[config.mk]
export PLATFORM = sky130hd
export DESIGN_NAME = audtx_channel
export DESIGN_NICKNAME = d
export VERILOG_FILES = /design/src/rtl/audtx_pkg.sv /design/src/rtl/audtx_fifo.sv /design/src/rtl/audtx_serdes.sv /design/src/rtl/audtx_stat.sv /design/src/rtl/audtx_channel.sv
export SDC_FILE = /design/constraint.sdc
export NUM_CORES = 2
export LEC_CHECK = 0
export ABC_CLOCK_PERIOD_IN_PS = 9600
export BUFFER_PORTS_ARGS = -buffer_cell sky130_fd_sc_hd__buf_2
export CAP_MARGIN = 20
export CORE_MARGIN = 5
export CORE_UTILIZATION = 50
export CTS_BUF_LIST = sky130_fd_sc_hd__clkbuf_16
export CTS_CLUSTER_DIAMETER = 40
export DETAILED_ROUTE_END_ITERATION = 16
export PLACE_DENSITY = 0.61
export SLEW_MARGIN = 20
export SYNTH_ARGS = -nofsm -noshare
export SYNTH_HDL_FRONTEND = slang
export SYNTH_HIERARCHICAL = 1
export SYNTH_SLANG_ARGS = --single-unit
[constraint.sdc]
create_clock -name clk -period 9.6 [get_ports clk]
set_clock_uncertainty 0.2 [all_clocks]
set_input_delay 0.48 -clock clk [delete_from_list [all_inputs] [get_ports clk]]
set_output_delay 0.48 -clock clk [all_outputs]
set_load 0.005 [all_outputs]
[src/rtl/audtx_pkg.sv]
`timescale 1ns/1ps
package audtx_pkg;

   typedef enum logic [2:0] {
      ALIGN_STD = 3'b001,
      ALIGN_RJ  = 3'b010,
      ALIGN_LJ  = 3'b100
   } align_e;

   typedef struct packed {
      logic [2:0] align;
      logic [2:0] wlen;
      logic [1:0] slot;
   } fmt_cfg_t;

   // half-frame length in bit positions
   function automatic logic [5:0] slot_bits(input logic [1:0] code);
      case (code)
         2'd0:    return 6'd16;
         2'd1:    return 6'd24;
         default: return 6'd32;
      endcase
   endfunction

   // sample width, clipped to the half length and to the datapath width
   function automatic logic [5:0] word_bits(input logic [2:0] code,
                                            input logic [5:0] slot,
                                            input logic [5:0] cap);
      logic [5:0] w;
      case (code)
         3'd1:    w = 6'd12;
         3'd2:    w = 6'd16;
         3'd3:    w = 6'd20;
         3'd4:    w = 6'd24;
         3'd5:    w = 6'd32;
         default: w = slot;
      endcase
      if (w > slot) w = slot;
      if (w > cap)  w = cap;
      return w;
   endfunction

endpackage

[src/rtl/audtx_fifo.sv]
`timescale 1ns/1ps
module audtx_fifo #(
   parameter int unsigned DATA_W = 64,
   parameter int unsigned DEPTH  = 16,
   localparam int unsigned PTR_W = $clog2(DEPTH),
   localparam int unsigned CNT_W = $clog2(DEPTH + 1)
) (
   input  logic              clk,
   input  logic              rst_n,
   input  logic              flush,
   input  logic              push,
   input  logic [DATA_W-1:0] wdata,
   input  logic              pop,
   output logic [DATA_W-1:0] rdata,
   output logic [CNT_W-1:0]  level,
   output logic              full,
   output logic              empty
);

   generate
      if (DEPTH < 2 || (DEPTH & (DEPTH - 1)) != 0) begin : g_bad_depth
         $error("audtx_fifo: DEPTH must be a power of two of at least 2");
      end
   endgenerate

   logic [PTR_W-1:0] wr_ptr_q, rd_ptr_q;
   logic [CNT_W-1:0] level_q;
   logic [DEPTH-1:0][DATA_W-1:0] ent_flat;
   logic accept, take;

   assign full   = (level_q == CNT_W'(DEPTH));
   assign empty  = (level_q == '0);
   assign level  = level_q;
   assign accept = push && !full && !flush;
   assign take   = pop && !empty;
   assign rdata  = ent_flat[rd_ptr_q];

   for (genvar g = 0; g < DEPTH; g++) begin : g_ent
      logic [DATA_W-1:0] ent_q;
      always_ff @(posedge clk or negedge rst_n) begin
         if (!rst_n)
            ent_q <= '0;
         else if (accept && wr_ptr_q == PTR_W'(g))
            ent_q <= wdata;
      end
      assign ent_flat[g] = ent_q;
   end

   always_ff @(posedge clk or negedge rst_n) begin
      if (!rst_n) begin
         wr_ptr_q <= '0;
         rd_ptr_q <= '0;
         level_q  <= '0;
      end else if (flush) begin
         wr_ptr_q <= '0;
         rd_ptr_q <= '0;
         level_q  <= '0;
      end else begin
         if (accept) wr_ptr_q <= wr_ptr_q + PTR_W'(1);
         if (take)   rd_ptr_q <= rd_ptr_q + PTR_W'(1);
         level_q <= level_q + CNT_W'(accept) - CNT_W'(take);
      end
   end


   full_hold_chk: assert property (@(posedge clk) disable iff (!rst_n)
      (push && full && !pop && !flush) |=> (level == CNT_W'(DEPTH)));


   flush_empty_chk: assert property (@(posedge clk) disable iff (!rst_n)
      flush |=> (level == '0));


   push_grow_chk: assert property (@(posedge clk) disable iff (!rst_n)
      (push && !full && !flush && !pop) |=> (level == $past(level) + CNT_W'(1)));

endmodule

[src/rtl/audtx_serdes.sv]
`timescale 1ns/1ps
module audtx_serdes #(
   parameter int unsigned SMP_W = 32
) (
   input  logic                 clk,
   input  logic                 rst_n,
   input  logic                 bit_tick,
   input  audtx_pkg::fmt_cfg_t  fmt,
   input  logic                 head_valid,
   input  logic [SMP_W-1:0]     head_l,
   input  logic [SMP_W-1:0]     head_r,
   output logic                 pop,
   output logic                 ws,
   output logic                 sd
);
   import audtx_pkg::*;

   generate
      if (SMP_W < 12 || SMP_W > 32) begin : g_bad_width
         $error("audtx_serdes: SMP_W must lie in 12..32");
      end
   endgenerate

   localparam int unsigned POS_W = 6;

   logic [POS_W-1:0] pos_q, slot_len, wrd_len, first;
   logic             half_q, ws_q, sd_q;
   logic [SMP_W-1:0] frm_l_q, frm_r_q, cur_smp;
   logic             frame_start, last_pos, in_smp, bit_val;
   logic [6:0]       rel, idx;

   assign slot_len    = slot_bits(fmt.slot);
   assign wrd_len     = word_bits(fmt.wlen, slot_len, POS_W'(SMP_W));
   assign frame_start = !half_q && (pos_q == '0);
   assign last_pos    = (pos_q >= slot_len - POS_W'(1));
   assign pop         = bit_tick && frame_start && head_valid;

   always_comb begin
      if (half_q)
         cur_smp = frm_r_q;
      else if (frame_start)
         cur_smp = head_valid ? head_l : '0;
      else
         cur_smp = frm_l_q;
   end

   // position of the sample MSB inside the half
   always_comb begin
      case (fmt.align)
         ALIGN_LJ: first = '0;
         ALIGN_RJ: first = slot_len - wrd_len;
         default:  first = POS_W'(1);
      endcase
   end

   assign rel    = {1'b0, pos_q} - {1'b0, first};
   assign in_smp = (pos_q >= first) && (rel < {1'b0, wrd_len});
   assign idx    = {1'b0, wrd_len} - 7'd1 - rel;

   always_comb begin
      bit_val = 1'b0;
      for (int i = 0; i < SMP_W; i++) begin
         if (in_smp && idx == 7'(i)) bit_val = cur_smp[i];
      end
   end

   always_ff @(posedge clk or negedge rst_n) begin
      if (!rst_n) begin
         pos_q   <= '0;
         half_q  <= 1'b0;
         ws_q    <= 1'b0;
         sd_q    <= 1'b0;
         frm_l_q <= '0;
         frm_r_q <= '0;
      end else if (bit_tick) begin
         ws_q <= half_q;
         sd_q <= bit_val;
         if (frame_start) begin
            frm_l_q <= cur_smp;
            frm_r_q <= head_valid ? head_r : '0;
         end
         if (last_pos) begin
            pos_q  <= '0;
            half_q <= !half_q;
         end else begin
            pos_q <= pos_q + POS_W'(1);
         end
      end
   end

   assign ws = ws_q;
   assign sd = sd_q;


   line_idle_chk: assert property (@(posedge clk) disable iff (!rst_n)
      !bit_tick |=> ($stable(ws) && $stable(sd)));


   half_turn_chk: assert property (@(posedge clk) disable iff (!rst_n)
      (bit_tick && last_pos) |=> (half_q != $past(half_q)));


   pop_start_chk: assert property (@(posedge clk) disable iff (!rst_n)
      pop |=> (pos_q == POS_W'(1) || slot_len == POS_W'(1)));

endmodule

[src/rtl/audtx_stat.sv]
`timescale 1ns/1ps
module audtx_stat #(
   parameter int unsigned CNT_W  = 5,
   parameter int unsigned TRIG_W = 4
) (
   input  logic              clk,
   input  logic              rst_n,
   input  logic [CNT_W-1:0]  level,
   input  logic [TRIG_W-1:0] trig,
   input  logic              ovr_evt,
   input  logic              ovr_clr,
   input  logic              mask_empty,
   input  logic              mask_ovr,
   output logic [5:0]        status,
   output logic              irq
);

   generate
      if (TRIG_W + 1 < CNT_W) begin : g_bad_trig
         $error("audtx_stat: threshold narrower than the level range");
      end
   endgenerate

   localparam int unsigned CMP_W = ((CNT_W > TRIG_W) ? CNT_W : TRIG_W) + 1;

   logic [CMP_W-1:0] thr;
   logic             low_fill, ovr_q;

   assign thr      = CMP_W'(trig) + CMP_W'(1);
   assign low_fill = (CMP_W'(level) <= thr);

   always_ff @(posedge clk or negedge rst_n) begin
      if (!rst_n)
         ovr_q <= 1'b0;
      else if (ovr_evt)
         ovr_q <= 1'b1;
      else if (ovr_clr)
         ovr_q <= 1'b0;
   end

   assign status = {ovr_q, low_fill, 4'b0000};
   assign irq    = (low_fill && !mask_empty) || (ovr_q && !mask_ovr);


   ovr_set_chk: assert property (@(posedge clk) disable iff (!rst_n)
      ovr_evt |=> status[5]);


   ovr_clear_chk: assert property (@(posedge clk) disable iff (!rst_n)
      (ovr_clr && !ovr_evt) |=> !status[5]);

endmodule

[src/rtl/audtx_channel.sv]
`timescale 1ns/1ps
module audtx_channel #(
   parameter int unsigned SMP_W = 32,
   parameter int unsigned DEPTH = 16,
   localparam int unsigned TRIG_W = $clog2(DEPTH),
   localparam int unsigned CNT_W  = $clog2(DEPTH + 1)
) (
   input  logic              clk,
   input  logic              rst_n,
   input  logic              bit_tick,
   input  logic [2:0]        fmt_align,
   input  logic [2:0]        fmt_wlen,
   input  logic [1:0]        fmt_slot,
   input  logic [TRIG_W-1:0] empty_trig,
   input  logic              mask_empty,
   input  logic              mask_ovr,
   input  logic              wr_left,
   input  logic              wr_right,
   input  logic [SMP_W-1:0]  wr_data,
   input  logic              fifo_flush,
   input  logic              ovr_read,
   output logic              ws,
   output logic              sd,
   output logic [5:0]        status,
   output logic              irq
);
   import audtx_pkg::*;

   logic [SMP_W-1:0]   left_hold_q;
   logic [2*SMP_W-1:0] head;
   logic [CNT_W-1:0]   level;
   logic               full, empty, pop, ovr_evt;
   fmt_cfg_t           fmt;

   assign fmt     = '{align: fmt_align, wlen: fmt_wlen, slot: fmt_slot};
   assign ovr_evt = wr_right && full && !fifo_flush;

   always_ff @(posedge clk or negedge rst_n) begin
      if (!rst_n)
         left_hold_q <= '0;
      else if (wr_left)
         left_hold_q <= wr_data;
   end

   audtx_fifo #(.DATA_W(2 * SMP_W), .DEPTH(DEPTH)) u_fifo (
      .clk   (clk),
      .rst_n (rst_n),
      .flush (fifo_flush),
      .push  (wr_right),
      .wdata ({left_hold_q, wr_data}),
      .pop   (pop),
      .rdata (head),
      .level (level),
      .full  (full),
      .empty (empty)
   );

   audtx_serdes #(.SMP_W(SMP_W)) u_serdes (
      .clk        (clk),
      .rst_n      (rst_n),
      .bit_tick   (bit_tick),
      .fmt        (fmt),
      .head_valid (!empty),
      .head_l     (head[2*SMP_W-1:SMP_W]),
      .head_r     (head[SMP_W-1:0]),
      .pop        (pop),
      .ws         (ws),
      .sd         (sd)
   );

   audtx_stat #(.CNT_W(CNT_W), .TRIG_W(TRIG_W)) u_stat (
      .clk        (clk),
      .rst_n      (rst_n),
      .level      (level),
      .trig       (empty_trig),
      .ovr_evt    (ovr_evt),
      .ovr_clr    (ovr_read),
      .mask_empty (mask_empty),
      .mask_ovr   (mask_ovr),
      .status     (status),
      .irq        (irq)
   );


   irq_quiet_chk: assert property (@(posedge clk) disable iff (!rst_n)
      (mask_empty && mask_ovr) |-> !irq);


   hold_keep_chk: assert property (@(posedge clk) disable iff (!rst_n)
      !wr_left |=> $stable(left_hold_q));

endmodule

==> out/qor.yml <==
status: "complete, no violations"
cts.sinks: 1143
final_hold_viol_count: 0
grt-ovfl-total: 0
critPathSlowestCell: "fa_1"
cts_root_buf: "clkbuf_16"
synth_flop_cell: "dfrtp_1"
finalSetupTns_ns: 0
fin_crit_sh_pct: 63.3
coreArea_mm2: 0.107
syn2layout_area_growth_pct: 12.2
drive_gt1_share_pct: 39.1
clockBufferDepth: 3
cts-buffers-inserted: 162
arrival_ns: 6.52
syn_area_mm2: 0.0539
power_leakage_nw: 28.2
period_needed_ns: 6.08
grt_usage_pct: 24.0
critPathKind: "in2reg"
synthCells: 3860
stdcell_area_mm2: 0.0605
p_sw_mw: 4.27
ant_nets: 0
dr.pass1.iters: 5
drtIter0Drc: 2322
clkPwrFrac_pct: 40.5
synth_edf_count: 0
grt_pass1_wl_um: 213000
synth_top_family_by_area: "multiplexers"
pin_count: 62
place_hpwl_um: 74200
rsz0062_at_grt: "false"
yosys.area_share.simple_pct: 3.69
post_cts_buffers: 0
worstPathMaxFanout: 7
power_density_mw_per_mm2: 244
postCtsHoldBufs: 26
viasPerCell: 6.08
place_area_mm2: 0.0547
port_buffers: 57
endpoint_kind: "flip-flop"
first_global_vias: 34000
yosys-mux-area-fraction_pct: 32.6
maxSlewViolCount: 0
num_vias: 32600
cp-start-kind: "primary input"
route.detailed.drc: 0
gp_congestion: 0.820
max_stage_delay_ns: 0.53
swShare_pct: 29.0
finalNetCount: 3931
synthAdderAreaFrac_pct: 1.09
die_width_um: 338
ctsResizeCount: 0
synth-async-reset-ratio_pct: 100
regArea_mm2: 0.0286
synth.distinct_cells: 82
ir_worst_vdd_v: 0.000160
critPathRequiredTime_ns: 10.04
stdcell_count: 5372
cts_tree: "done"
htreeDepth: 4
die_y_um: 338
tightest_slew_ns: 1.16
grt_max_degree: 184
start_util_pct: 50.4
die-area_mm2: 0.114
antenna_found_initial: 6
synth_compound_area_share_pct: 5.63
power_frac_seq_pct: 40.3
max_cap_violations: 0
worst_hold_path_type: "in2reg"
path_clk_slew_ns: 0.05
slew_headroom_pct: 22.5
fillerInstances: 8763
max_freq_mhz: 165
clk_latency_ns: 0.76
multiInputGateArea_mm2: 0.0235
rows: 120
setup_viol: 0
avgSynthCellArea_um2: 14.0
synth_xor_area_share_pct: 0.357
wl_per_cell_um: 25.5
final_util_pct: 56.5
yosysWarnings: 6
internal_power_mw: 10.5
combPwrFrac_pct: 19.2
seq_area_frac_synth_pct: 53.1
dp_cells: 5046
ys_ff_latch: 1143
wl_um: 137000
-- metal layers --
layer  wire length (um)  track usage [%]
met2              63600             37.9
met3               7270             4.51
met5                 21                0
met4               3990             7.72
met1              62000             33.9
-- area by class of cell --
type / instances / share of cell area, %
diodes: 1 / 0.00414
flip-flops and latches: 1143 / 47.3
clock buffers: 166 / 6.87
clock inverters: 133 / 2.22
repair buffers: 131 / 1.64
multi-input cells: 2352 / 38.8
well taps: 1403 / 2.90
inverters: 43 / 0.273
-- final timing paths --
check,from,endpoint,slack [ns],cells past startpoint
setup / recovery,fmt_wlen[2],u_serdes/sd$_DFFE_PN0P_,3.52,34
hold / removal,wr_data[8],u_fifo/g_ent[7].ent_q[8]$_DFFE_PN0P_,0.04,2
setup reg to reg,u_fifo/rd_ptr_q[2]$_DFFE_PN0P_,u_serdes/sd$_DFFE_PN0P_,4.46,13
hold reg to reg,u_serdes/frm_r_q[3]$_DFFE_PN0P_,u_serdes/frm_r_q[3]$_DFFE_PN0P_,0.26,2
max in group asynchronous,rst_n,u_serdes/half_q$_DFFE_PN0P_,6.67,4
min in group asynchronous,rst_n,u_fifo/g_ent[2].ent_q[11]$_DFFE_PN0P_,0.16,2
-- cells by family after synthesis --
kind of cell | after synthesis
AO/OA/AOI/OAI | 430
XOR/XNOR | 22
adder cells (fa/ha/maj) | 45
buffers and inverters | 368
flip-flops | 1143
multiplexers | 1449
other | 2
AND/OR/NAND/NOR | 401
-- cell usage after synthesis (all sizes together), types with 4 or more instances --
cell | n | share of area, %
o31ai | 5 | 0.070
buf | 171 | 2.2
nor3 | 12 | 0.14
nand2b | 7 | 0.081
a221oi | 129 | 2.1
mux2i | 260 | 4.8
xor2 | 12 | 0.19
mux4 | 129 | 5.4
a31oi | 8 | 0.093
a21oi | 42 | 0.40
nor2 | 38 | 0.27
a2111oi | 4 | 0.065
dfrtp | 1143 | 53
a22oi | 66 | 0.92
a211oi | 10 | 0.16
nor3b | 6 | 0.11
nand2 | 223 | 1.6
nand3 | 68 | 0.91
and3 | 5 | 0.058
inv | 43 | 0.30
and2 | 5 | 0.058
o21bai | 5 | 0.070
nor2b | 13 | 0.15
xnor2 | 10 | 0.16
clkbuf | 154 | 1.1
o211ai | 6 | 0.084
o21ai | 118 | 1.1
a21o | 9 | 0.13
mux2 | 1060 | 22
ha | 42 | 0.97
nand4 | 6 | 0.070
-- stage by stage --
step / setup slack [ns] / hold slack, ns / power [mW]
after floorplan: 3.74 / -0.0156 / 7.90
after global placement: 2.89 / 0.248 / 8.76
after detailed placement: 2.83 / 0.251 / 8.82
after CTS: 3.60 / 0.00211 / 14.9
after global routing: 2.87 / 0.0337 / 15.4
final: 3.52 / 0.0444 / 14.7
-- flip-flops by register name, summed over array words and instances (netlist names) --
signal	flops
u_fifo/g_ent.ent_q	1024
left_hold_q	32
u_serdes/frm_l_q	32
u_serdes/frm_r_q	32
u_serdes/pos_q	6
u_fifo/level	5
u_fifo/rd_ptr_q	4
u_fifo/wr_ptr_q	4
u_serdes/half_q	1
u_serdes/sd	1
u_serdes/ws	1
u_stat/ovr_q	1
-- layout by cell type (no fill, tap or decap), types with 54 or more instances in the layout --
| cell | Yosys | final |
|---|---|---|
| dfrtp_1 | 1143 | 1138 |
| mux2_2 | 980 | 980 |
| mux2i_1 | 260 | 260 |
| nand2_1 | 222 | 222 |
| clkbuf_16 | 0 | 166 |
| a221oi_1 | 129 | 129 |
| mux4_2 | 129 | 129 |
| o21ai_0 | 112 | 112 |
| a22oi_1 | 66 | 66 |
| buf_2 | 85 | 55 |
| inv_1 | 43 | 54 |
-- power by group through the flow --
stage                     logic [mW]  registers (mW)  clock network [mW]
final                           2.83            5.94                5.97
after global routing            3.10            6.03                6.30
after CTS                       2.82            5.94                6.09
after detailed placement        2.80            6.02                   0
after global placement          2.76            6.00                   0
after floorplan                 2.04            5.86                   0
-- worst max-delay path: cells and delay by family --
kind | cells | cell delay (ns)
buffers and inverters | 5 | 0.47
adder cells (fa/ha/maj) | 5 | 1.80
XOR/XNOR | 1 | 0.22
AND/OR/NAND/NOR | 9 | 1.33
AO/OA/AOI/OAI | 14 | 2.22
(Power assumes the default switching activity.)
